--- config.mk ---
export PLATFORM = sky130hd
export DESIGN_NAME = s2m_ingress_monitor
export DESIGN_NICKNAME = d
export VERILOG_FILES = /design/src/rtl/s2m_mon_pkg.sv /design/src/rtl/s2m_mon_phase.sv /design/src/rtl/s2m_mon_bytecount.sv /design/src/rtl/s2m_mon_flags.sv /design/src/rtl/s2m_ingress_monitor.sv
export SDC_FILE = /design/constraint.sdc
export NUM_CORES = 1
export LEC_CHECK = 0
export BUFFER_PORTS_ARGS = -buffer_cell sky130_fd_sc_hd__buf_2
export CAP_MARGIN = 10
export CORE_MARGIN = 1.5
export CORE_UTILIZATION = 54
export CTS_CLUSTER_SIZE = 14
export DETAILED_ROUTE_END_ITERATION = 7
export GPL_ROUTABILITY_DRIVEN = 0
export PLACE_DENSITY = 0.79
export SYNTH_ARGS = -nofsm -noshare
export SYNTH_HDL_FRONTEND = slang
export SYNTH_SLANG_ARGS = --single-unit
--- constraint.sdc ---
create_clock -name clk -period 2.7 [get_ports clk]
set_input_delay 0.27 -clock clk [delete_from_list [all_inputs] [get_ports clk]]
set_output_delay 0.27 -clock clk [all_outputs]
set_load 0.1 [all_outputs]
--- src/rtl/s2m_mon_pkg.sv ---
package s2m_mon_pkg;

   typedef enum logic [1:0] {
      PH_UNARMED = 2'd0,
      PH_ARMED   = 2'd1,
      PH_TAIL    = 2'd2
   } phase_e;

   localparam int unsigned NUM_ERR  = 4;
   localparam int unsigned E_EARLY  = 0;
   localparam int unsigned E_SHORT  = 1;
   localparam int unsigned E_NOLAST = 2;
   localparam int unsigned E_TRAIL  = 3;

endpackage

--- src/rtl/s2m_mon_phase.sv ---
module s2m_mon_phase
   import s2m_mon_pkg::*;
(
   input  logic   clk,
   input  logic   rst_n,
   input  logic   arm_i,
   input  logic   end_beat_i,
   output phase_e phase_o,
   output logic   arm_take_o
);

   phase_e phase_q;

   // an arm strobe is honoured only when no packet is in flight
   assign arm_take_o = arm_i && (phase_q != PH_ARMED);
   assign phase_o    = phase_q;

   always_ff @(posedge clk) begin
      if (!rst_n) begin
         phase_q <= PH_UNARMED;
      end else begin
         case (phase_q)
            PH_UNARMED: if (arm_i) phase_q <= PH_ARMED;
            PH_ARMED:   if (end_beat_i) phase_q <= PH_TAIL;
            PH_TAIL:    phase_q <= arm_i ? PH_ARMED : PH_UNARMED;
            default:    phase_q <= PH_UNARMED;
         endcase
      end
   end

   // the tail window lasts one cycle and falls back to unarmed without a strobe
   a_r8_tail_release : assert property (@(posedge clk) disable iff (!rst_n)
      (phase_q == PH_TAIL && !arm_i) |=> (phase_q == PH_UNARMED));

   // an armed channel stays armed until a completing beat
   a_r8_hold_armed : assert property (@(posedge clk) disable iff (!rst_n)
      (phase_q == PH_ARMED && !end_beat_i) |=> (phase_q == PH_ARMED));

endmodule

--- src/rtl/s2m_mon_bytecount.sv ---
module s2m_mon_bytecount #(
   parameter int unsigned LEN_W    = 16,
   parameter int unsigned STEP     = 4,
   parameter bit          SATURATE = 1'b1,
   localparam int unsigned CNT_W   = LEN_W + 1
) (
   input  logic             clk,
   input  logic             rst_n,
   input  logic             load_i,
   input  logic [LEN_W-1:0] len_i,
   input  logic             beat_i,
   input  logic             clear_i,
   output logic [CNT_W-1:0] cnt_o,
   output logic [CNT_W-1:0] cnt_next_o,
   output logic             under_o,
   output logic             reached_o
);

   logic [LEN_W-1:0] len_q;
   logic [CNT_W-1:0] cnt_q;
   logic [CNT_W:0]   sum_w;
   logic [CNT_W-1:0] len_x;

   assign sum_w = {1'b0, cnt_q} + (CNT_W+1)'(STEP);
   assign len_x = {1'b0, len_q};

   generate
      if (SATURATE) begin : g_sat
         assign cnt_next_o = sum_w[CNT_W] ? {CNT_W{1'b1}} : sum_w[CNT_W-1:0];
      end else begin : g_wrap
         assign cnt_next_o = sum_w[CNT_W-1:0];
      end
   endgenerate

   assign under_o   = (cnt_next_o < len_x);
   assign reached_o = (cnt_next_o >= len_x);
   assign cnt_o     = cnt_q;

   always_ff @(posedge clk) begin
      if (!rst_n) begin
         len_q <= '0;
      end else if (load_i) begin
         len_q <= len_i;
      end
   end

   always_ff @(posedge clk) begin
      if (!rst_n) begin
         cnt_q <= '0;
      end else if (clear_i || load_i) begin
         cnt_q <= '0;
      end else if (beat_i) begin
         cnt_q <= cnt_next_o;
      end
   end

   // with no beat, no load and no clear, the byte total does not move
   a_r1_idle_stable : assert property (@(posedge clk) disable iff (!rst_n)
      (!beat_i && !clear_i && !load_i) |=> $stable(cnt_o));

   // the latched length changes only through a load
   a_r8_len_hold : assert property (@(posedge clk) disable iff (!rst_n)
      !load_i |=> $stable(len_q));

endmodule

--- src/rtl/s2m_mon_flags.sv ---
module s2m_mon_flags #(
   parameter int unsigned N = 4
) (
   input  logic         clk,
   input  logic         rst_n,
   input  logic [N-1:0] set_i,
   output logic [N-1:0] flags_o
);

   generate
      for (genvar i = 0; i < N; i++) begin : g_flag
         always_ff @(posedge clk) begin
            if (!rst_n) begin
               flags_o[i] <= 1'b0;
            end else if (set_i[i]) begin
               flags_o[i] <= 1'b1;
            end
         end

         // once raised, a flag survives every cycle until reset
         a_r10_sticky : assert property (@(posedge clk) disable iff (!rst_n)
            flags_o[i] |=> flags_o[i]);
      end
   endgenerate

endmodule

--- src/rtl/s2m_ingress_monitor.sv ---
module s2m_ingress_monitor
   import s2m_mon_pkg::*;
#(
   parameter int unsigned DATA_W   = 32,
   parameter int unsigned LEN_W    = 16,
   parameter bit          SATURATE = 1'b1,
   localparam int unsigned STEP    = DATA_W / 8,
   localparam int unsigned CNT_W   = LEN_W + 1
) (
   input  logic             clk,
   input  logic             rst_n,
   input  logic             arm,
   input  logic [LEN_W-1:0] arm_len,
   input  logic             tvalid,
   input  logic             tready,
   input  logic             tlast,
   output logic [3:0]       mon_err,
   output logic             pkt_done,
   output logic [CNT_W-1:0] done_bytes,
   output logic [CNT_W-1:0] rx_bytes
);

   generate
      if ((DATA_W % 8) != 0 || DATA_W < 8) begin : g_bad_data_w
         $error("DATA_W must be a whole number of bytes");
      end
      if (LEN_W < 2 || LEN_W > 31) begin : g_bad_len_w
         $error("LEN_W must lie between 2 and 31");
      end
      if (NUM_ERR != 4) begin : g_bad_err_n
         $error("error vector width does not match the port");
      end
   endgenerate

   phase_e           phase;
   logic             arm_take;
   logic             beat;
   logic             end_beat;
   logic [CNT_W-1:0] cnt_next;
   logic             under;
   logic             reached;
   logic [NUM_ERR-1:0] err_set;
   logic             done_q;
   logic [CNT_W-1:0] done_bytes_q;

   assign beat     = (phase == PH_ARMED) && tvalid && tready;
   assign end_beat = beat && tlast;

   s2m_mon_phase u_phase (
      .clk        (clk),
      .rst_n      (rst_n),
      .arm_i      (arm),
      .end_beat_i (end_beat),
      .phase_o    (phase),
      .arm_take_o (arm_take)
   );

   s2m_mon_bytecount #(
      .LEN_W    (LEN_W),
      .STEP     (STEP),
      .SATURATE (SATURATE)
   ) u_count (
      .clk        (clk),
      .rst_n      (rst_n),
      .load_i     (arm_take),
      .len_i      (arm_len),
      .beat_i     (beat),
      .clear_i    (end_beat),
      .cnt_o      (rx_bytes),
      .cnt_next_o (cnt_next),
      .under_o    (under),
      .reached_o  (reached)
   );

   always_comb begin
      err_set           = '0;
      err_set[E_EARLY]  = (phase == PH_UNARMED) && tvalid;
      err_set[E_SHORT]  = end_beat && under;
      err_set[E_NOLAST] = beat && !tlast && reached;
      err_set[E_TRAIL]  = (phase == PH_TAIL) && tvalid;
   end

   s2m_mon_flags #(
      .N (NUM_ERR)
   ) u_flags (
      .clk     (clk),
      .rst_n   (rst_n),
      .set_i   (err_set),
      .flags_o (mon_err)
   );

   always_ff @(posedge clk) begin
      if (!rst_n) begin
         done_q       <= 1'b0;
         done_bytes_q <= '0;
      end else begin
         done_q <= end_beat;
         if (end_beat) done_bytes_q <= cnt_next;
      end
   end

   assign pkt_done   = done_q;
   assign done_bytes = done_bytes_q;

   // valid while unarmed is always caught one cycle later
   a_r3_early_caught : assert property (@(posedge clk) disable iff (!rst_n)
      (phase == PH_UNARMED && tvalid) |=> mon_err[E_EARLY]);

   // completion is a single-cycle pulse
   a_r2_done_single : assert property (@(posedge clk) disable iff (!rst_n)
      pkt_done |=> !pkt_done);

   // the running total is cleared when completion is reported
   a_r2_done_clears : assert property (@(posedge clk) disable iff (!rst_n)
      pkt_done |-> (rx_bytes == '0));

   // no bytes accumulate while unarmed, whatever tready does
   a_r9_unarmed_zero : assert property (@(posedge clk) disable iff (!rst_n)
      (phase == PH_UNARMED) |-> (rx_bytes == '0));

   // valid in the tail window is reported as trailing, not early
   a_r4_trail_class : assert property (@(posedge clk) disable iff (!rst_n)
      (phase == PH_TAIL && tvalid && !mon_err[E_EARLY]) |=> (mon_err[E_TRAIL] && !mon_err[E_EARLY]));

endmodule

Word level (Yosys, flattened, before mapping)
Index checks and enable logic that the tools add are counted.
{"block": "classes", "bitwise": 1, "n_mux": 5, "n_reduce_logical": 14, "add_sub_neg": 1, "eq_ne": 5, "n_lt_le_gt_ge": 2}
{"op": "$add 17x3->18 const B", "count": 1}
{"op": "$ge 17x16->1", "count": 1}
{"op": "$lt 17x16->1", "count": 1}
{"op": "$mux 17", "count": 1}
{"op": "$logic_and 1x1->1", "count": 9}
{"op": "$pmux 2 s3", "count": 1}
{"op": "$mux 2", "count": 2}
{"op": "$ne 2x2->1 const B", "count": 2}
{"op": "$eq 2x1->1 const B", "count": 1}
{"op": "$eq 2x2->1 const B", "count": 1}
{"op": "$logic_not 2->1", "count": 1}
{"op": "$ne 2x1->1 const B", "count": 1}
{"op": "$reduce_and 2->1", "count": 1}
{"op": "$reduce_or 2->1", "count": 1}
{"op": "$logic_not 1->1", "count": 1}
{"op": "$logic_or 1x1->1", "count": 1}
{"op": "$mux 1", "count": 1}
{"op": "$not 1->1", "count": 1}
{"block": "word_totals", "output_inout_bits": 39, "word_cells": 37, "reg_bits": 57, "input_bits": 22}

Depth between registers and ports, before layout
{"block": "logic_depth", "ltp_word": 6, "mapped_depth": 12}

By module
From an unflattened synthesis, not the netlist that was laid out.
{"block": "hier_totals", "cells_unflattened": 358, "area_unflattened_um2": 3153.0}
{"module": "s2m_mon_bytecount", "n_inst": 1, "area_per_inst_um2": 2179.6, "cells_per_inst": 259}
{"module": "s2m_ingress_monitor", "n_inst": 1, "area_per_inst_um2": 775.7, "cells_per_inst": 83}
{"module": "s2m_mon_flags", "n_inst": 1, "area_per_inst_um2": 110.1, "cells_per_inst": 8}
{"module": "s2m_mon_phase", "n_inst": 1, "area_per_inst_um2": 87.6, "cells_per_inst": 8}

Least setup slack after synthesis
No wires, ideal clock.
{"block": "synth_path", "kind": "reg-to-reg", "start": "reg u_count.cnt_q[2] (netlist: u_count.cnt_o[2])", "end": "reg u_flags.flags_o[1]", "arrival_ns": 3.105, "stages_incl_launch_ff": 11, "synth_period_minus_slack_ns": 3.223, "setup_time_ns": 0.119, "path_slack_ns": -0.523, "n_path_buf": 0, "t_required_ns": 2.581, "path_cell_list": "dfxtp_1 -> ha_1 -> nand2_1 -> nor2_1 -> nand3_1 -> a21o_1 -> ha_1 -> nand3_1 -> nor3_1 -> o21ai_0 -> a32o_1"}
{"block": "synth_between", "elab_chain_len": 4}
{"item": "from (decl)", "line": "s2m_mon_bytecount.sv:20", "rtl": "logic [CNT_W-1:0] cnt_q;"}
{"item": "from (signal assigned)", "line": "s2m_mon_bytecount.sv:53", "rtl": "cnt_q <= cnt_next_o;"}
{"item": "$add 17x3->18", "line": "s2m_mon_bytecount.sv:24", "rtl": "assign sum_w = {1'b0, cnt_q} + (CNT_W+1)'(STEP);"}
{"item": "$mux 17", "line": "s2m_mon_bytecount.sv:29", "rtl": "assign cnt_next_o = sum_w[CNT_W] ? {CNT_W{1'b1}} : sum_w[CNT_W-1:0];"}
{"item": "named net cnt_next[14]", "line": "s2m_ingress_monitor.sv:39", "rtl": "logic [CNT_W-1:0] cnt_next;"}
{"item": "$lt 17x16->1", "line": "s2m_mon_bytecount.sv:35", "rtl": "assign under_o = (cnt_next_o < len_x);"}
{"item": "$logic_and 1x1->1", "line": "s2m_ingress_monitor.sv:78", "rtl": "err_set[E_SHORT] = end_beat && under;"}
{"item": "to (signal, indexed assignment)", "line": "s2m_mon_flags.sv:14", "rtl": "flags_o[i] <= 1'b0;"}
{"item": "to (signal, indexed assignment)", "line": "s2m_mon_flags.sv:16", "rtl": "flags_o[i] <= 1'b1;"}
{"item": "to (decl)", "line": "s2m_mon_flags.sv:7", "rtl": "output logic [N-1:0] flags_o"}
The timed path passes the listed nets, and every way through them passes these cells.
A chain may end at the register's enable or synchronous reset.

Final worst setup path
{"block": "layout_path", "start": "reg u_count.cnt_q[12] (netlist: u_count.cnt_o[12])", "end": "reg u_flags.flags_o[2]"}
{"block": "layout_between", "elab_chain_len": 4}
{"item": "$add 17x3->18", "line": "s2m_mon_bytecount.sv:24"}
{"item": "$mux 17", "line": "s2m_mon_bytecount.sv:29"}
{"item": "named net cnt_next[1]", "line": "s2m_ingress_monitor.sv:39"}
{"item": "$ge 17x16->1", "line": "s2m_mon_bytecount.sv:36", "rtl": "assign reached_o = (cnt_next_o >= len_x);"}
{"item": "$logic_and 1x1->1", "line": "s2m_ingress_monitor.sv:79", "rtl": "err_set[E_NOLAST] = beat && !tlast && reached;"}
The timed path passes the listed nets, and every way through them passes these cells.

==> impl_metrics.py <==
metrics = {
    "placed_design": {
        "dp_cells": 456,
        "portBuffers": 60,
        "hpwlAfterDp_um": 5070,
        "place_ws_ns": 0.1436,
    },
    "grt": {
        "grt_antenna_before_repair": 0,
        "grt_pass1_vias": 2289,
        "gr-total-overflow": 0,
        "grt_pass1_wl_um": 10940,
        "grt_use_total_pct": 25.97,
        "grt_max_degree": 25,
    },
    "detailed_routing": {
        "drt_pass1_iterations": 4,
        "num_vias": 2573,
        "initialDrtViolationCount": 213,
        "top_layer": "met4",
        "wl_per_cell_um": 14.75,
        "wl_met1_um": 3329,
        "wl_met2_um": 3087,
        "wl_um": 6963,
        "drc": 0,
        "met3_length_um": 344,
        "postRouteAntennaNets": 0,
        "post_drt_via_cell_ratio": 5.451,
    },
    "worst_setup_path": {
        "crit_slowest_cell": "dfxtp_2",
        "crit_buf_inv": 0,
        "required_ns": 2.91,
        "critPathLaunchType": "flop",
        "crit_start": "u_count.cnt_o[12]",
        "cp_slowest_stage_delay_ns": 0.39,
        "critical-path-top-delay-family": "simple AND/OR/NAND/NOR gates",
        "crit_top_cell": "o21a_1",
        "r2r_slack_ns": 0.20,
        "endpoint_kind": "flop",
        "r2r_start": "u_count.cnt_o[12]",
        "path_class": "reg2reg",
        "crit_fanout": 10,
        "crit_chain": "nand2_1, nor2_2, nand2_2, nand2b_1, ha_1, nor2b_1, o21a_1, o21a_1, o21ai_0, a31oi_1",
        "worst-endpoint-arrival_ns": 2.71,
    },
    "floorplan": {
        "core-area_um2": 5075,
        "io-pin-count": 61,
        "rows": 26,
        "die_x_um": 75.51,
        "dieArea_um2": 5701,
        "initial_utilization_pct": 55.94,
        "die_h_um": 75.51,
    },
    "pwr": {
        "power.leakage_nw": 1.601,
        "power_density_nw_per_um2": 518.2,
        "ir_drop_mv": 0.4305,
    },
    "finish": {
        "drive_above_1_share_pct": 26.87,
        "final_cell_mix": "63 x nand2_1, 60 x buf_2, 42 x dfxtp_1",
        "nets": 436,
        "diodes": 0,
        "fin_cells": 472,
        "final_common_cell": "nand2_1",
        "fillerInstances": 414,
        "area.growth.synth_to_final_pct": 20.76,
    },
    "cts": {
        "cts_tree": "built",
        "clk_pin_slew_ns": 0.07,
        "htree_levels": 3,
        "cts_sinks": 57,
        "clockRootBuffer": "clkbuf_8",
        "cts_buffers": 9,
        "clockBufferDepth": 2,
        "clk_latency_ns": 0.34,
    },
    "synthesis": {
        "synth_cell_types": 47,
        "synthCells": 336,
        "ys_seq_elements": 57,
        "synthesis.nets": 375,
        "async_flop_share_pct": 0,
        "syn_area_per_cell_um2": 8.449,
        "synth_area_um2": 2839,
        "yosysWarnings": 0,
        "ys_seq_area_share_pct": 40.19,
        "synth_edf_count": 0,
        "synth_ff_type": "dfxtp_1",
    },
    "sta": {
        "max_freq_ghz": 0.4006,
        "setup_tns_ns": 0,
        "grt_setup_unrepaired": "false",
        "setup_ws_ns": 0.2037,
        "skew_ns": 0.007519,
        "slew_headroom_pct": 57.19,
        "hold_violations": 0,
        "post-route-period-util_pct": 92.46,
        "finalSetupViolations": 0,
        "finalWorstPathRequiredPeriod_ns": 2.496,
        "tightest_slew_ns": 0.6421,
        "drv_slew": 0,
    },
    "run_status": {
        "status": "finished clean",
    },
    "run": {
        "cap_viol_max_count": 0,
    },
    "min_path": {
        "min_from": "arm_len[5]",
        "hold_class": "in2reg",
    },
}
-- worst min-delay path, delay by kind of cell --
kind	cells	cell delay, ns
AO/OA/AOI/OAI	1	0.06
AND/OR/NAND/NOR	1	0.04
buffers and inverters	1	0.09
-- logic make-up (layout without fill, tap and decap cells) --
logic type | count (synthesis) | after routing | share of synthesized area (%)
adder cells (fa/ha/maj) | 17 | 17 | 7.492
AND/OR/NAND/NOR | 124 | 124 | 22.04
AO/OA/AOI/OAI | 91 | 91 | 21.82
flip-flops | 57 | 57 | 40.19
XOR/XNOR | 6 | 6 | 1.851
multiplexers | 4 | 4 | 1.454
buffers and inverters | 37 | 103 | 5.156
-- per-stage QoR --
step / total power, mW / util [%] / hold WS, ns / instance area [um2]
2_1_floorplan: 1.025 / - / 0.4083 / 2868
3_3_place_gp: 1.071 / 63.56 / 0.4399 / 3226
3_5_place_dp: 1.076 / 63.56 / 0.4389 / 3226
4_1_cts: 1.779 / 66.99 / 0.1675 / 3400
5_1_grt: 1.841 / 67.55 / 0.1854 / 3428
6_report: 1.777 / 67.55 / 0.1762 / 3428
-- final timing paths --
kind	endpoint	depth (start not counted)
setup / recovery	u_flags.flags_o[2]	10
hold / removal	u_count.len_q[5]	3
setup reg to reg	u_flags.flags_o[2]	10
hold reg to reg	done_bytes[0]	2
-- where the power goes --
part | internal (mW) | switching (mW) | total, mW
registers | 0.860 | 0.0151 | 0.875
clock network | 0.379 | 0.338 | 0.717
logic | 0.0605 | 0.124 | 0.184
total | 1.30 | 0.477 | 1.78
-- registers in the layout (all words and copies together), names as in the netlist --
signal,count
pkt_done,1
done_bytes,17
u_flags.flags_o,4
u_count.len_q,16
u_count.cnt_o,17
u_phase.phase_o,2
-- cells in the mapped netlist, types with 5 or more instances --
master	instances	share of area, %
nand2_1	63	8.3
a211oi_1	5	1.3
a21oi_1	17	3.0
inv_1	23	3.0
nor2_1	21	2.8
dfxtp_1	57	40
and3_1	6	1.3
a22o_1	11	3.4
a21boi_0	16	4.2
a31oi_1	6	1.3
clkbuf_1	8	1.1
nand3_1	10	1.8
buf_2	6	1.1
o21ai_0	15	2.6
o21a_1	11	2.9
ha_1	17	7.5
-- what timing repair did --
action | CTS | global route
gates resized for setup | 0 | 6
buffers inserted | 0 | 0
setup endpoints to repair | 0 | 2
hold buffers | 0 | 0
-- routing by layer --
layer,GRT usage [%],up-vias
li1,-,1295
met1,36.95,1168
met2,37.04,90
met3,4.762,20
met4,14.29,0
met5,0,-
-- final cells by class --
type	instances	area, um2	area share [%]
inverters	23	86.33	2.518
well taps	70	87.58	2.555
flip-flops and latches	57	1170	34.12
multi-input cells	242	1580	46.09
clock inverters	3	15.01	0.4380
repair buffers	64	330.3	9.635
clock buffers	13	158.9	4.635
Power figures use the tool's default switching activity.
